<file path="src/rtl/sto_pkg.sv">
package sto_pkg;

   localparam logic [7:0] STS_IDLE    = 8'h00;
   localparam logic [7:0] STS_SEL_TMO = 8'h42;

   typedef enum logic [1:0] {
      BAND_LOW  = 2'b00,
      BAND_MID  = 2'b01,
      BAND_HIGH = 2'b10,
      BAND_RSVD = 2'b11
   } band_code_e;

   function automatic logic [2:0] band_decode(input logic [1:0] code);
      logic [2:0] r;
      case (band_code_e'(code))
         BAND_MID:  r = 3'b010;
         BAND_HIGH: r = 3'b100;
         default:   r = 3'b001;
      endcase
      return r;
   endfunction

endpackage

</file>
<file path="src/rtl/sto_prescaler.sv">
module sto_prescaler #(
   parameter int UNIT_CYCLES = 80000
) (
   input  logic clk,
   input  logic rst_n,
   input  logic clr,
   input  logic run,
   output logic tick
);
   localparam int PW = (UNIT_CYCLES > 1) ? $clog2(UNIT_CYCLES) : 1;
   localparam logic [PW-1:0] LAST = PW'(UNIT_CYCLES - 1);

   if (UNIT_CYCLES < 1) begin : g_bad
      $error("sto_prescaler: UNIT_CYCLES must be at least 1");
   end

   if (UNIT_CYCLES == 1) begin : g_direct
      assign tick = run && !clr;
   end else begin : g_count
      logic [PW-1:0] cnt;
      always_ff @(posedge clk or negedge rst_n) begin
         if (!rst_n)      cnt <= '0;
         else if (clr)    cnt <= '0;
         else if (run)    cnt <= (cnt == LAST) ? '0 : cnt + 1'b1;
      end
      assign tick = run && !clr && (cnt == LAST);
   end

endmodule

</file>
<file path="src/rtl/sto_period_ctr.sv">
module sto_period_ctr #(
   parameter int PERIOD_W = 8
) (
   input  logic                clk,
   input  logic                rst_n,
   input  logic                load,
   input  logic [PERIOD_W-1:0] period,
   input  logic                tick,
   output logic                done
);
   if (PERIOD_W < 1) begin : g_bad
      $error("sto_period_ctr: PERIOD_W must be at least 1");
   end

   logic [PERIOD_W-1:0] lim;
   logic [PERIOD_W-1:0] cnt;

   always_ff @(posedge clk or negedge rst_n) begin
      if (!rst_n) begin
         lim <= PERIOD_W'(1);
         cnt <= '0;
      end else if (load) begin
         lim <= (period == '0) ? PERIOD_W'(1) : period;
         cnt <= '0;
      end else if (tick) begin
         cnt <= cnt + 1'b1;
      end
   end

   assign done = tick && !load && (cnt == lim - 1'b1);

endmodule

</file>
<file path="src/rtl/sto_status.sv">
module sto_status
   import sto_pkg::*;
(
   input  logic       clk,
   input  logic       rst_n,
   input  logic       set,
   input  logic       ack,
   output logic       irq,
   output logic [7:0] code
);
   always_ff @(posedge clk or negedge rst_n) begin
      if (!rst_n) begin
         irq  <= 1'b0;
         code <= STS_IDLE;
      end else if (set) begin
         irq  <= 1'b1;
         code <= STS_SEL_TMO;
      end else if (ack) begin
         irq  <= 1'b0;
         code <= STS_IDLE;
      end
   end
endmodule

</file>
<file path="src/rtl/sel_timeout_timer.sv">
module sel_timeout_timer
   import sto_pkg::*;
#(
   parameter int UNIT_CYCLES = 80000,
   parameter int PERIOD_W    = 8
) (
   input  logic                clk,
   input  logic                rst_n,
   input  logic [PERIOD_W-1:0] period_i,
   input  logic [1:0]          clk_range_i,
   input  logic                sel_start_i,
   input  logic                sel_resp_i,
   input  logic                sel_cancel_i,
   input  logic                irq_ack_i,
   output logic                active_o,
   output logic                irq_o,
   output logic [7:0]          status_o,
   output logic [2:0]          band_o
);
   logic run_q;
   logic tick;
   logic done_raw;
   logic stop_req;
   logic expire;

   assign stop_req = run_q && (sel_resp_i || sel_cancel_i);
   assign expire   = run_q && done_raw && !sel_start_i && !stop_req;

   always_ff @(posedge clk or negedge rst_n) begin
      if (!rst_n)           run_q <= 1'b0;
      else if (sel_start_i) run_q <= 1'b1;
      else if (stop_req)    run_q <= 1'b0;
      else if (expire)      run_q <= 1'b0;
   end

   sto_prescaler #(.UNIT_CYCLES(UNIT_CYCLES)) u_presc (
      .clk(clk), .rst_n(rst_n), .clr(sel_start_i), .run(run_q), .tick(tick)
   );

   sto_period_ctr #(.PERIOD_W(PERIOD_W)) u_period (
      .clk(clk), .rst_n(rst_n), .load(sel_start_i), .period(period_i),
      .tick(tick), .done(done_raw)
   );

   sto_status u_stat (
      .clk(clk), .rst_n(rst_n), .set(expire), .ack(irq_ack_i),
      .irq(irq_o), .code(status_o)
   );

   assign active_o = run_q;
   assign band_o   = band_decode(clk_range_i);

endmodule

</file>
<file path="config.mk">
export PLATFORM = sky130hd
export DESIGN_NAME = sel_timeout_timer
export DESIGN_NICKNAME = d
export VERILOG_FILES = /design/src/rtl/sto_pkg.sv /design/src/rtl/sto_prescaler.sv /design/src/rtl/sto_period_ctr.sv /design/src/rtl/sto_status.sv /design/src/rtl/sel_timeout_timer.sv
export SDC_FILE = /design/constraint.sdc
export NUM_CORES = 1
export LEC_CHECK = 0
export BUFFER_PORTS_ARGS = -buffer_cell sky130_fd_sc_hd__buf_2
export CAP_MARGIN = 20
export CORE_UTILIZATION = 25
export DETAILED_ROUTE_END_ITERATION = 10
export GPL_TIMING_DRIVEN = 0
export PLACE_DENSITY = 0.48
export SLEW_MARGIN = 40
export SYNTH_ARGS = -nofsm -noshare
export SYNTH_HDL_FRONTEND = slang
export SYNTH_SLANG_ARGS = --single-unit
</file>
<file path="constraint.sdc">
create_clock -name clk -period 2.4 [get_ports clk]
set_clock_uncertainty 0.2 [all_clocks]
set_input_delay 0 -clock clk [delete_from_list [all_inputs] [get_ports clk]]
set_output_delay 0 -clock clk [all_outputs]
set_load 0.01 [all_outputs]
</file>
---- After elaboration in Yosys (flattened, before gate mapping) ----
Index checks and enable logic that the tools add are counted.
cells by class
  multiplexer cells ....................... 14
  $add $sub $neg .......................... 3
  equality and inequality tests ........... 4
  multipliers ............................. 0
  reduce and logical (&&, ||, !) cells .... 16
  divide/modulo/power cells ............... 0
  bitwise operators ....................... 0
  $lt $le $gt $ge ......................... 0
  shift operators ......................... 0
operators by type and width
  operator                                                               count
  17-bit two-way mux                                                     3
  8-bit two-way mux                                                      5
  17-bit by 1-bit adder with 17-bit output, second input constant        1
  17-bit equality test, second input constant                            1
  8-bit by 1-bit adder with 8-bit output, second input constant          1
  8-bit equality test                                                    1
  1-bit logical AND                                                      8
  8-bit zero test                                                        1
  8-bit by 1-bit subtractor with 8-bit output, second input constant     1
  3-bit one-hot mux with 2 select lines                                  1
  2-bit nonzero test                                                     3
  1-bit two-way mux                                                      5
  3-bit nonzero test                                                     1
  2-bit by 1-bit equality test with 1-bit output, second input constant  1
  2-bit equality test, second input constant                             1
  1-bit zero test                                                        2
  1-bit logical OR                                                       1
word-level totals
  memories ................................ 0
  bits in read-only memories .............. 0
  register bits ........................... 43
  input bits .............................. 16
  bits in latches ......................... 0
  bits in writable memories ............... 0
  output and inout bits ................... 13

---- Logic depth before layout (Yosys ltp) ----
Gate-level depths: netlist of the first run.
  depth in word-level cells ............... 11
  depth in mapped cells ................... 8
  gate-level depth less buffers ........... 7

---- Hierarchy ----
From an unflattened synthesis of the first run, not the netlist that was laid out.
unflattened totals
  cells, all modules ...................... 239
  area total of the unflattened synthesis .. 2,197.1 um^2
by module, submodules not included
  module             sequential area each (um^2)  cells an instance  times used  area each (um^2)
  sto_prescaler      425.4                        130                1           1,094.8
  sto_period_ctr     401.6                        88                 1           919.6
  sto_status         25.0                         12                 1           100.1
  sel_timeout_timer  25.0                         9                  1           82.6

---- Worst setup path after synthesis of the first run ----
Ideal clock, no wire load.
  path type ............................... register -> register
  from .................................... reg u_period.lim[0]
  to ...................................... reg u_stat.code[1]
  data arrival time ....................... 1,834 ps
  setup time .............................. 67 ps
  stages on the path, launching flop included .. 8
  clock period less this slack ............ 2,101 ps
  slack ................................... 299 ps
  path through ............................ dfstp_2 > inv_1 > ha_1 > xnor2_1 > a311oi_1 > nand3_1 > nor4_2 > a32o_1
between the ends
  word-level cells in the longest chain between the ends .. 7
ends and longest elaborated chain
  element                                                  line                     source
  from (decl)                                              sto_period_ctr.sv:15     logic [PERIOD_W-1:0] lim;
  from (signal assigned)                                   sto_period_ctr.sv:23     lim <= (period == '0) ? PERIOD_W'(1) : period;
  8-bit by 1-bit subtractor with 8-bit output (*)          sto_period_ctr.sv:30     assign done = tick && !load && (cnt == lim - 1'b1);
  8-bit equality test (*)                                  sto_period_ctr.sv:30
  1-bit logical AND (*)                                    sto_period_ctr.sv:30
  1-bit logical AND (*) (3 in series)                      sel_timeout_timer.sv:27  assign expire = run_q && done_raw && !sel_start_i && !stop_req;
  8-bit two-way mux or 2-bit nonzero test (tied branches)  -
  to (signal assigned)                                     sto_status.sv:14         code <= STS_IDLE;
  to (signal assigned)                                     sto_status.sv:17         code <= STS_SEL_TMO;
  to (signal assigned)                                     sto_status.sv:20         code <= STS_IDLE;
  to (decl)                                                sto_status.sv:9          output logic [7:0] code
Every way passes the cells marked *; elsewhere a longest branch is shown, timed or not.
A chain may end at the register's enable or synchronous reset.

---- Final worst setup path of the first run ----
Same ends and word-level chain as after synthesis.

==> results of run 1 <==
power by group through the flow:
stage | clock, uW | combinational [uW] | sequential [uW]
floorplan | 0 | 107 | 638
global placement | 0 | 158 | 643
global route | 610 | 204 | 636
finish | 567 | 180 | 632
CTS | 578 | 182 | 632
detailed placement | 0 | 161 | 644
state kept, by name, summed over array words and instances (netlist names):
name	cells
u_presc.g_count.cnt	17
u_period.cnt	8
u_period.lim	8
active_o	1
u_stat.code	1
worst paths after layout:
kind	startpoint	endpoint	slack (ps)
min in group clk	clk_range_i[1]	band_o[0]	110
worst min-delay path	rst_n	u_period.cnt[6]$_DFFE_PN0P_	-0.8
worst max-delay path	u_period.lim[0]$_DFFE_PN1P_	u_stat.code[1]$_DFFE_PN0P_	150
worst min register to register	u_presc.g_count.cnt[11]$_DFFE_PN0P_	u_presc.g_count.cnt[11]$_DFFE_PN0P_	300
max in group asynchronous	rst_n	u_period.lim[0]$_DFFE_PN1P_	1640
worst max register to register	u_period.lim[0]$_DFFE_PN1P_	u_stat.code[1]$_DFFE_PN0P_	150
routing by layer:
layer	track usage	up-vias	routed length (um)
li1	-	884	-
met1	0.159	836	2370
met2	0.201	38	2290
met3	0.0170	5	117
met4	0.0385	0	57
met5	0	-	0
synthesized netlist by cell type, drive strengths merged (2+ instances only):
| cell | n |
|---|---|
| nand3 | 10 |
| nor2 | 19 |
| clkbuf | 6 |
| o21bai | 2 |
| or3 | 4 |
| nand4 | 7 |
| inv | 11 |
| nor4b | 2 |
| nand2 | 22 |
| dfrtp | 34 |
| o21ai | 12 |
| a21oi | 15 |
| nor3 | 6 |
| and3 | 4 |
| a211oi | 4 |
| nor4 | 6 |
| buf | 10 |
| a21o | 4 |
| ha | 5 |
| mux2 | 6 |
| xnor2 | 8 |
| xor2 | 13 |
| nor2b | 2 |
| a22o | 4 |
what timing repair did:
item | CTS | global route
resized for setup | 0 | 0
hold buffers | 16 | 0
buffers inserted | 0 | 0
setup endpoints to repair | 0 | 2
endpoints found under the hold margin | 45 | 0
cell families (layout without fill, tap and decap cells):
kind of cell / Yosys count / after routing / synth area share
AND/OR/NAND/NOR: 84 / 84 / 0.219
AO/OA/AOI/OAI: 48 / 48 / 0.145
flip-flops: 35 / 35 / 0.415
buffers and inverters: 27 / 72 / 0.0662
XOR/XNOR: 21 / 21 / 0.0869
multiplexers: 7 / 7 / 0.0367
adder cells (fa/ha/maj): 5 / 5 / 0.0296
other: 1 / 6 / 0.00177
per-stage QoR:
| step | hold slack (ps) | power (uW) | instance area [um2] | util | setup slack (ps) |
|---|---|---|---|---|---|
| after floorplan | -496 | 745 | 2130 | - | 299 |
| after global placement | -49.5 | 802 | 2380 | 0.289 | 102 |
| after detailed placement | -200 | 805 | 2380 | 0.289 | 105 |
| after CTS | 22.3 | 1390 | 2660 | 0.323 | 93.2 |
| after global routing | 54.4 | 1450 | 2650 | 0.323 | 20.9 |
| final | -0.759 | 1380 | 2650 | 0.323 | 148 |
cell type report:
| type | count | area, um2 | area share |
|---|---|---|---|
| Clock buffer | 6 | 82.6 | 0.0311 |
| Sequential cell | 35 | 877 | 0.331 |
| Inverter | 11 | 41.3 | 0.0156 |
| Multi-Input combinational cell | 171 | 1120 | 0.421 |
| Timing Repair Buffer | 38 | 273 | 0.103 |
| Clock inverter | 2 | 35.0 | 0.0132 |
| Tap cell | 105 | 131 | 0.0495 |
| Buffer | 15 | 95.1 | 0.0358 |
placed cells by master (no fill, tap or decap), types with 6 or more instances in the layout:
master         instances
nand3_1               10
xnor2_1                8
dlygate4sd3_1         16
nor2_1                18
clkbuf_8               6
dfrtp_1               34
xor2_1                13
nor3_1                 6
conb_1                 6
a21oi_1               14
buf_4                  9
o21ai_0                9
inv_1                 11
buf_2                 22
nand2_1               22
mux2_2                 6
==> metrics.csv, run 1 <==
metric;value;unit
clkSinkCount;35;
drc;0;
dp_cells;360;
cp_slowest_cell;dfstp_2;
slew_headroom;0.650;
syn_area_per_cell;9.28;um2
finalSetupViolCount;0;
p_sw;347;uW
switching_share;0.252;
crit_fanout;6;
yosysWarnings;0;
final_antenna_net_count;0;
fill_cells;844;
cts_buffer_depth;2;
hold_class;primary input to async pin;
grt_overflow;0;
syn_area;2120;um2
cts_tree;done;
max_freq;0.444;GHz
dieArea;8840;um2
antenna_found_initial;0;
holdWs;-0.759;ps
port_buffers;22;
tightest_slew;526;ps
final_nets;298;
crit_chain;inv_1, ha_1, xnor2_1, a311oi_1, nand3_1, nor4_2, a32o_1;
synth_edf_count;0;
detail_route.wirelength;4840;um
yosysTopAreaCell;dfrtp_1;
r2r_cells;7;
finalMaxSlewViolations;0;
p_per_area;520;nW/um2
pwr-share-seq;0.458;
p_int;1030;uW
hpwl;3350;um
grt_pass1_vias;1744;
ys.flop_type;dfrtp_1;
ys_seq_area_frac;0.415;
cp.depth;7;
crit_required;2430;ps
ys_seq_elements;35;
ys_async_sr_fraction;1.00;
worst-path-buf-inv;1;
die_y;94.0;um
clockPowerShare;0.411;
start_util;0.257;
drive_above_1_share;0.205;
endpoint_kind;flop;
grt_max_degree;36;
synthCells;228;
insertedDiodeCount;0;
max_stage_delay;590;ps
hold_viol;1;
gp_congestion;0.726;
power_leakage;0.00118;uW
tns;0;ps
path_delay_family;flip-flops;
grt_pass1_wl;8310;um
cts.clk_slew.worst_paths;80;ps
cts_root_buf;clkbuf_8;
synthTopCellsByArea;dfrtp_1 40%, xor2_1 5.4%, nand2_1 3.9%;
clkLatencyLatePin;290;ps
cp-start-kind;flop;
first_iter_violations;92;
htree_num_levels;2;
rows;33;
synth.top_cell.area_share;0.402;
arrival;2280;ps
routed-via-count;1763;
drt-vias-per-instance;4.60;
violations;negative hold slack;
wl_per_cell;12.6;um
die_w;94.0;um
ir_drop;220;uV
io_pins;29;
min_period;2250;ps
syn_to_final_growth;25.4;%
drtPass1Iterations;4;
finalCritPeriodShare;0.938;
cap_violations;0;
status;finished, violations left;
layoutNonFillerInstCount;383;
core;8220;um2
grt_use_total;0.120;
synth_cell_type_count;45;
rsz0062_at_grt;no;
comb_power_share;0.131;
cts_made_buffers;5;
worstSetupPathType;flop to flop;
(Power assumes the default switching activity.)
==> run 2: changes to the inputs <==
--- a/config.mk
+++ b/config.mk
@@ -8,8 +8,9 @@
 export BUFFER_PORTS_ARGS = -buffer_cell sky130_fd_sc_hd__buf_2
 export CAP_MARGIN = 20
-export CORE_UTILIZATION = 25
+export CORE_ASPECT_RATIO = 1.2
+export CORE_UTILIZATION = 57
 export DETAILED_ROUTE_END_ITERATION = 10
 export GPL_TIMING_DRIVEN = 0
-export PLACE_DENSITY = 0.48
+export PLACE_DENSITY = 0.86
 export SLEW_MARGIN = 40
 export SYNTH_ARGS = -nofsm -noshare
==> constraint.sdc (replaced) <==
create_clock -name clk -period 2.4 [get_ports clk]
set_clock_uncertainty 0.2 [all_clocks]
set_input_delay 0.24 -clock clk [delete_from_list [all_inputs] [get_ports clk]]
set_output_delay 0.24 -clock clk [all_outputs]
set_load 0.01 [all_outputs]
==> run 2 against run 1 <==
- the flow finishes with violations (design-rule violations)
- power down 7.5%
- die area shrank 55%
- count of clock-buffer cells in the layout rose by 2
- global-route usage up 13 points
- first-iteration DRC count increased by 14%
- critical path type unchanged
- critical endpoint unchanged
==> metrics.csv, run 2 (synthesis results as in run 1) <==
metric;value;unit;change
max_freq;0.449;GHz;+1.1%
cts_buffer_depth;2;;unchanged
min_period;2230;ps;-24.3 ps
final_cell_mix;34 x dfrtp_1, 22 x nand2_1, 22 x buf_2;;
grt_pass1_wl;7420;um;-11%
mostFrequentLayoutCell;dfrtp_1;;
final_antenna_net_count;0;;unchanged
finalCritPeriodShare;0.928;;-0.0101
htree_num_levels;2;;unchanged
wl_per_cell;14.6;um;+16%
cp-start-kind;flop;;
finalSetupViolCount;0;;unchanged
violations;design-rule violations;;
holdWs;32.1;ps;+32.9 ps
hpwl;3200;um;-4.5%
clockPowerShare;0.368;;-0.043
core;3450;um2;-58%
insertedDiodeCount;0;;unchanged
ir_drop;374;uV;+70%
pwr-share-seq;0.496;;+0.038
port_buffers;22;;unchanged
cp_slowest_cell;dfstp_2;;
endpoint_kind;flop;;
worst_slack;173;ps;+24.3 ps
die_w;57.6;um;-39%
clkSinkCount;35;;unchanged
tns;0;ps;unchanged
cts.clk_slew.worst_paths;70;ps;about the same
p_per_area;514;nW/um2;-1.1%
drtPass1Iterations;7;;+3
syn_to_final_growth;17.3;%;
largest_reg_flops;17;;unchanged
rsz0062_at_grt;no;;
detail_route.wirelength;4480;um;-7.4%
post-place-ws;59.1;ps;-46.3 ps
cts_made_buffers;5;;unchanged
finalMaxSlewViolations;0;;unchanged
cap_violations;0;;unchanged
arrival;2260;ps;-20 ps
max_stage_delay;590;ps;about the same
layoutNonFillerInstCount;307;;-20%
hold_class;primary input to flop;;
start_util;0.613;;+0.355
antenna_found_initial;0;;unchanged
crit_chain;inv_1, ha_2, xnor2_1, a311oi_1, nand3_1, nor4_4, a32o_1;;
drive_above_1_share;0.211;;+0.00608
dp_cells;292;;-19%
p_sw;326;uW;-6.1%
rows;23;;-30%
top_register;u_presc.g_count.cnt;;
status;finished, violations left;;
drc;2;;+2
power_leakage;0.00114;uW;-3.5%
worstSetupPathType;flop to flop;;
clkLatencyLatePin;300;ps;about the same
cts_root_buf;clkbuf_8;;
routed-via-count;1773;;+0.57%
grt_max_degree;36;;unchanged
comb_power_share;0.135;;+0.004
slew_headroom;0.646;;-0.00366
reg.largest.list;u_presc.g_count.cnt x17, u_period.cnt x8, u_period.lim x8;;
die_y;68.7;um;-27%
utilization;0.718;;+0.396
final_nets;290;;-2.7%
cts_tree;done;;
p_int;949;uW;-8.0%
grt_pass1_vias;1705;;-2.2%
crit_fanout;6;;unchanged
tightest_slew;526;ps;+0.641 ps
dieArea;3960;um2;-55%
drt-vias-per-instance;5.78;;+25%
gp_congestion;0.838;;+15%
io_pins;29;;unchanged
switching_share;0.256;;+0.00393
first_iter_violations;105;;+14%
grt_overflow;0;;unchanged
crit_required;2440;ps;about the same
hold_viol;0;;-1
grt_use_total;0.251;;+0.131
## run 2: changes by cell type in the layout (fill, tap and decap cells not counted), sizes merged
| cell | before | now |
|---|---|---|
| dlygate4sd3 | 16 | 8 |
| clkinv | 1 | 0 |
| clkbuf | 11 | 13 |
| bufinv | 1 | 0 |
## run 2: power groups by stage
stage               clock [uW]  combinational (uW)  sequential (uW)
floorplan                    0                 107              638
global placement             0                 153              643
detailed placement           0                 157              644
CTS                        483                 168              633
global route               502                 193              635
finish                     470                 173              633
## run 2: final cells by class
class / count / area (um2)
well taps: 37 / 46.3
repair buffers: 30 / 193
plain buffers: 15 / 95.1
flip-flops and latches: 35 / 877
clock buffers: 8 / 100
multi-input cells: 171 / 1130
inverters: 11 / 41.3
fillers: 253 / 972
## run 2: repair_timing
action                                 CTS  global route
gates resized for setup                  0             2
setup endpoints to repair                0             2
hold buffers                             8             0
buffers inserted                         0             0
endpoints found under the hold margin   41             0
## run 2: worst max-delay path, delay by kind of cell, from the launching register on
family	cells	cell delay (ps)
AO/OA/AOI/OAI	2	490
AND/OR/NAND/NOR	2	390
buffers and inverters	1	90
flip-flops	1	590
XOR/XNOR	1	130
adder cells (fa/ha/maj)	1	280
## run 2: layer usage
metal	vias to the layer above	global-route usage	wire, um
li1	874	-	-
met1	835	0.285	1820
met2	49	0.456	2350
met3	15	0.0410	162
met4	0	0.134	143
met5	-	0	0
## run 2: per-stage QoR
step / power [uW] / area [um2]
3_3_place_gp: 796 / 2290
3_5_place_dp: 801 / 2290
2_1_floorplan: 745 / 2130
6_report: 1280 / 2480
4_1_cts: 1280 / 2470
5_1_grt: 1330 / 2480
## run 2: path summary, 6_finish.rpt
kind | start | endpoint | slack, ps | depth (start not counted)
setup / recovery | u_period.lim[0]$_DFFE_PN1P_ | u_stat.code[1]$_DFFE_PN0P_ | 170 | 7
hold / removal | irq_ack_i | u_stat.code[1]$_DFFE_PN0P_ | 30 | 3
setup reg to reg | u_period.lim[0]$_DFFE_PN1P_ | u_stat.code[1]$_DFFE_PN0P_ | 170 | 7
hold reg to reg | u_presc.g_count.cnt[11]$_DFFE_PN0P_ | u_presc.g_count.cnt[11]$_DFFE_PN0P_ | 330 | 1
max in group asynchronous | rst_n | u_period.lim[0]$_DFFE_PN1P_ | 1450 | 2
min in group asynchronous | rst_n | u_period.cnt[4]$_DFFE_PN0P_ | 220 | 2
==> run 3: changes to the inputs <==
- PLACE_DENSITY: 0.86 -> 0.87
==> run 3 against run 2 <==
- the flow still finishes with violations (design-rule violations)
- wire length rose by 0.60%
- cell area fell by 0.55%
- register-to-register slack got worse by 60 ps
- non-clock buffer count did not move
- critical path type unchanged
- flip-flop and latch count did not move
- die area did not move
- power fell by 4.3%
==> metrics.csv, run 3 (synthesis results as in run 1) <==
metric;value;unit;change
cts_made_buffers;5;;unchanged
drtPass1Iterations;7;;unchanged
post-place-ws;66.3;ps;+7.20 ps
ir_drop;291;uV;-22%
detail_route.wirelength;4510;um;+0.60%
dieArea;3960;um2;unchanged
grt_overflow;0;;unchanged
insertedDiodeCount;0;;unchanged
finalSetupViolCount;0;;unchanged
endpoint_kind;flop;;
antenna_found_initial;0;;unchanged
slew_headroom;0.666;;+0.0201
cap_violations;0;;unchanged
htree_num_levels;2;;unchanged
drive_above_1_share;0.207;;-0.00370
hold_class;primary input to flop;;
final_cell_mix;34 x dfrtp_1, 22 x nand2_1, 22 x buf_2;;
largest_reg_flops;17;;unchanged
grt_pass1_vias;1616;;-5.2%
gp_congestion;0.839;;+0.19%
drt-vias-per-instance;5.78;;+0.11%
drc;2;;unchanged
io_pins;29;;unchanged
port_buffers;22;;unchanged
finalCritPeriodShare;0.955;;+0.0265
start_util;0.613;;unchanged
tns;0;ps;unchanged
violations;design-rule violations;;
mostFrequentLayoutCell;dfrtp_1;;
wl_per_cell;14.7;um;+0.60%
hold_viol;0;;unchanged
cts_tree;done;;
max_stage_delay;590;ps;about the same
cp_slowest_cell;dfstp_2;;
cp-start-kind;flop;;
worst_slack;109;ps;-63.7 ps
max_freq;0.436;GHz;-2.8%
cts_buffer_depth;2;;unchanged
crit_required;2430;ps;about the same
rsz0062_at_grt;no;;
power_leakage;0.00113;uW;-0.47%
clkLatencyLatePin;290;ps;about the same
min_period;2290;ps;+63.7 ps
finalMaxSlewViolations;0;;unchanged
routed-via-count;1775;;+0.11%
crit_fanout;7;;+1
first_iter_violations;80;;-24%
die_w;57.6;um;unchanged
worstSetupPathType;flop to flop;;
cts.clk_slew.worst_paths;70;ps;about the same
die_y;68.7;um;unchanged
top_register;u_presc.g_count.cnt;;
p_per_area;495;nW/um2;-3.8%
final_antenna_net_count;0;;unchanged
tightest_slew;501;ps;-25.3 ps
syn_to_final_growth;16.6;%;
cts_setup_buffers;0;;unchanged
grt_use_total;0.243;;-0.00885
core;3450;um2;unchanged
status;finished, violations left;;
grt_max_degree;36;;unchanged
arrival;2320;ps;+60 ps
rows;23;;unchanged
grt_pass1_wl;7200;um;-3.0%
final_nets;290;;unchanged
cts_root_buf;clkbuf_8;;
hpwl;3130;um;-2.2%
clkSinkCount;35;;unchanged
reg.largest.list;u_presc.g_count.cnt x17, u_period.cnt x8, u_period.lim x8;;
crit_chain;inv_1, ha_1, xor2_1, xnor2_1, a32oi_2, nor4_4, a32o_1;;
==> run 3: per-stage QoR <==
| stage | utilization | cells | total power [uW] | hold slack (ps) | area, um2 |
|---|---|---|---|---|---|
| 3_5_place_dp | 0.663 | 292 | 801 | 156 | 2290 |
| 6_report | 0.714 | 307 | 1220 | 26.1 | 2470 |
| 2_1_floorplan | - | 233 | 745 | -256 | 2130 |
| 3_3_place_gp | 0.663 | 292 | 795 | 149 | 2290 |
| 5_1_grt | 0.714 | 307 | 1270 | 40.5 | 2470 |
| 4_1_cts | 0.710 | 308 | 1220 | 24.1 | 2450 |
==> run 3: path summary, 6_finish.rpt <==
check                                                          from                                  end  slack [ps]  cells past startpoint
max in group asynchronous                                     rst_n          u_period.lim[0]$_DFFE_PN1P_        1430                      2
min in group asynchronous                                     rst_n          u_period.cnt[6]$_DFFE_PN0P_         230                      2
worst min-delay path                                    period_i[0]          u_period.lim[0]$_DFFE_PN1P_          30                      3
worst max-delay path                    u_period.lim[0]$_DFFE_PN1P_           u_stat.code[1]$_DFFE_PN0P_         110                      7
worst min register to register  u_presc.g_count.cnt[11]$_DFFE_PN0P_  u_presc.g_count.cnt[11]$_DFFE_PN0P_         310                      1
worst max register to register          u_period.lim[0]$_DFFE_PN1P_           u_stat.code[1]$_DFFE_PN0P_         110                      7
==> run 3: critical path, delay by kind of cell (launching register included) <==
family | cells | cell delay [ps]
fa+ha+maj | 1 | 310
compound gates | 2 | 310
flops | 1 | 590
xor+xnor | 2 | 400
buf+inv | 1 | 70
simple gates | 1 | 350
==> run 3: repair_timing <==
| item | CTS | global route |
|---|---|---|
| gates resized for setup | 0 | 2 |
| endpoints found under the setup margin | 0 | 2 |
| hold endpoints to repair | 41 | 0 |
| hold buffers | 8 | 0 |
==> run 3: per-layer routing <==
layer  global-route usage  share of wire  vias to the layer above
li1                     -              -                      878
met1                0.289           0.44                      857
met2                0.426           0.52                       31
met3               0.0616          0.030                        9
met4               0.0884          0.016                        0
met5                    0              0                        -
==> run 3: cell type report <==
type                    count  area [um2]
plain buffers              15        95.1
clock buffers               7        76.3
clock inverters             1        5.00
fillers                   267         986
inverters                  11        41.3
multi-input cells         171        1130
flip-flops and latches     35         877
well taps                  37        46.3
repair buffers             30         193
==> run 3: power breakdown <==
group	switching, uW	internal, uW
sequential	24.5	609
combinational	95.0	78.9
clock	210	204
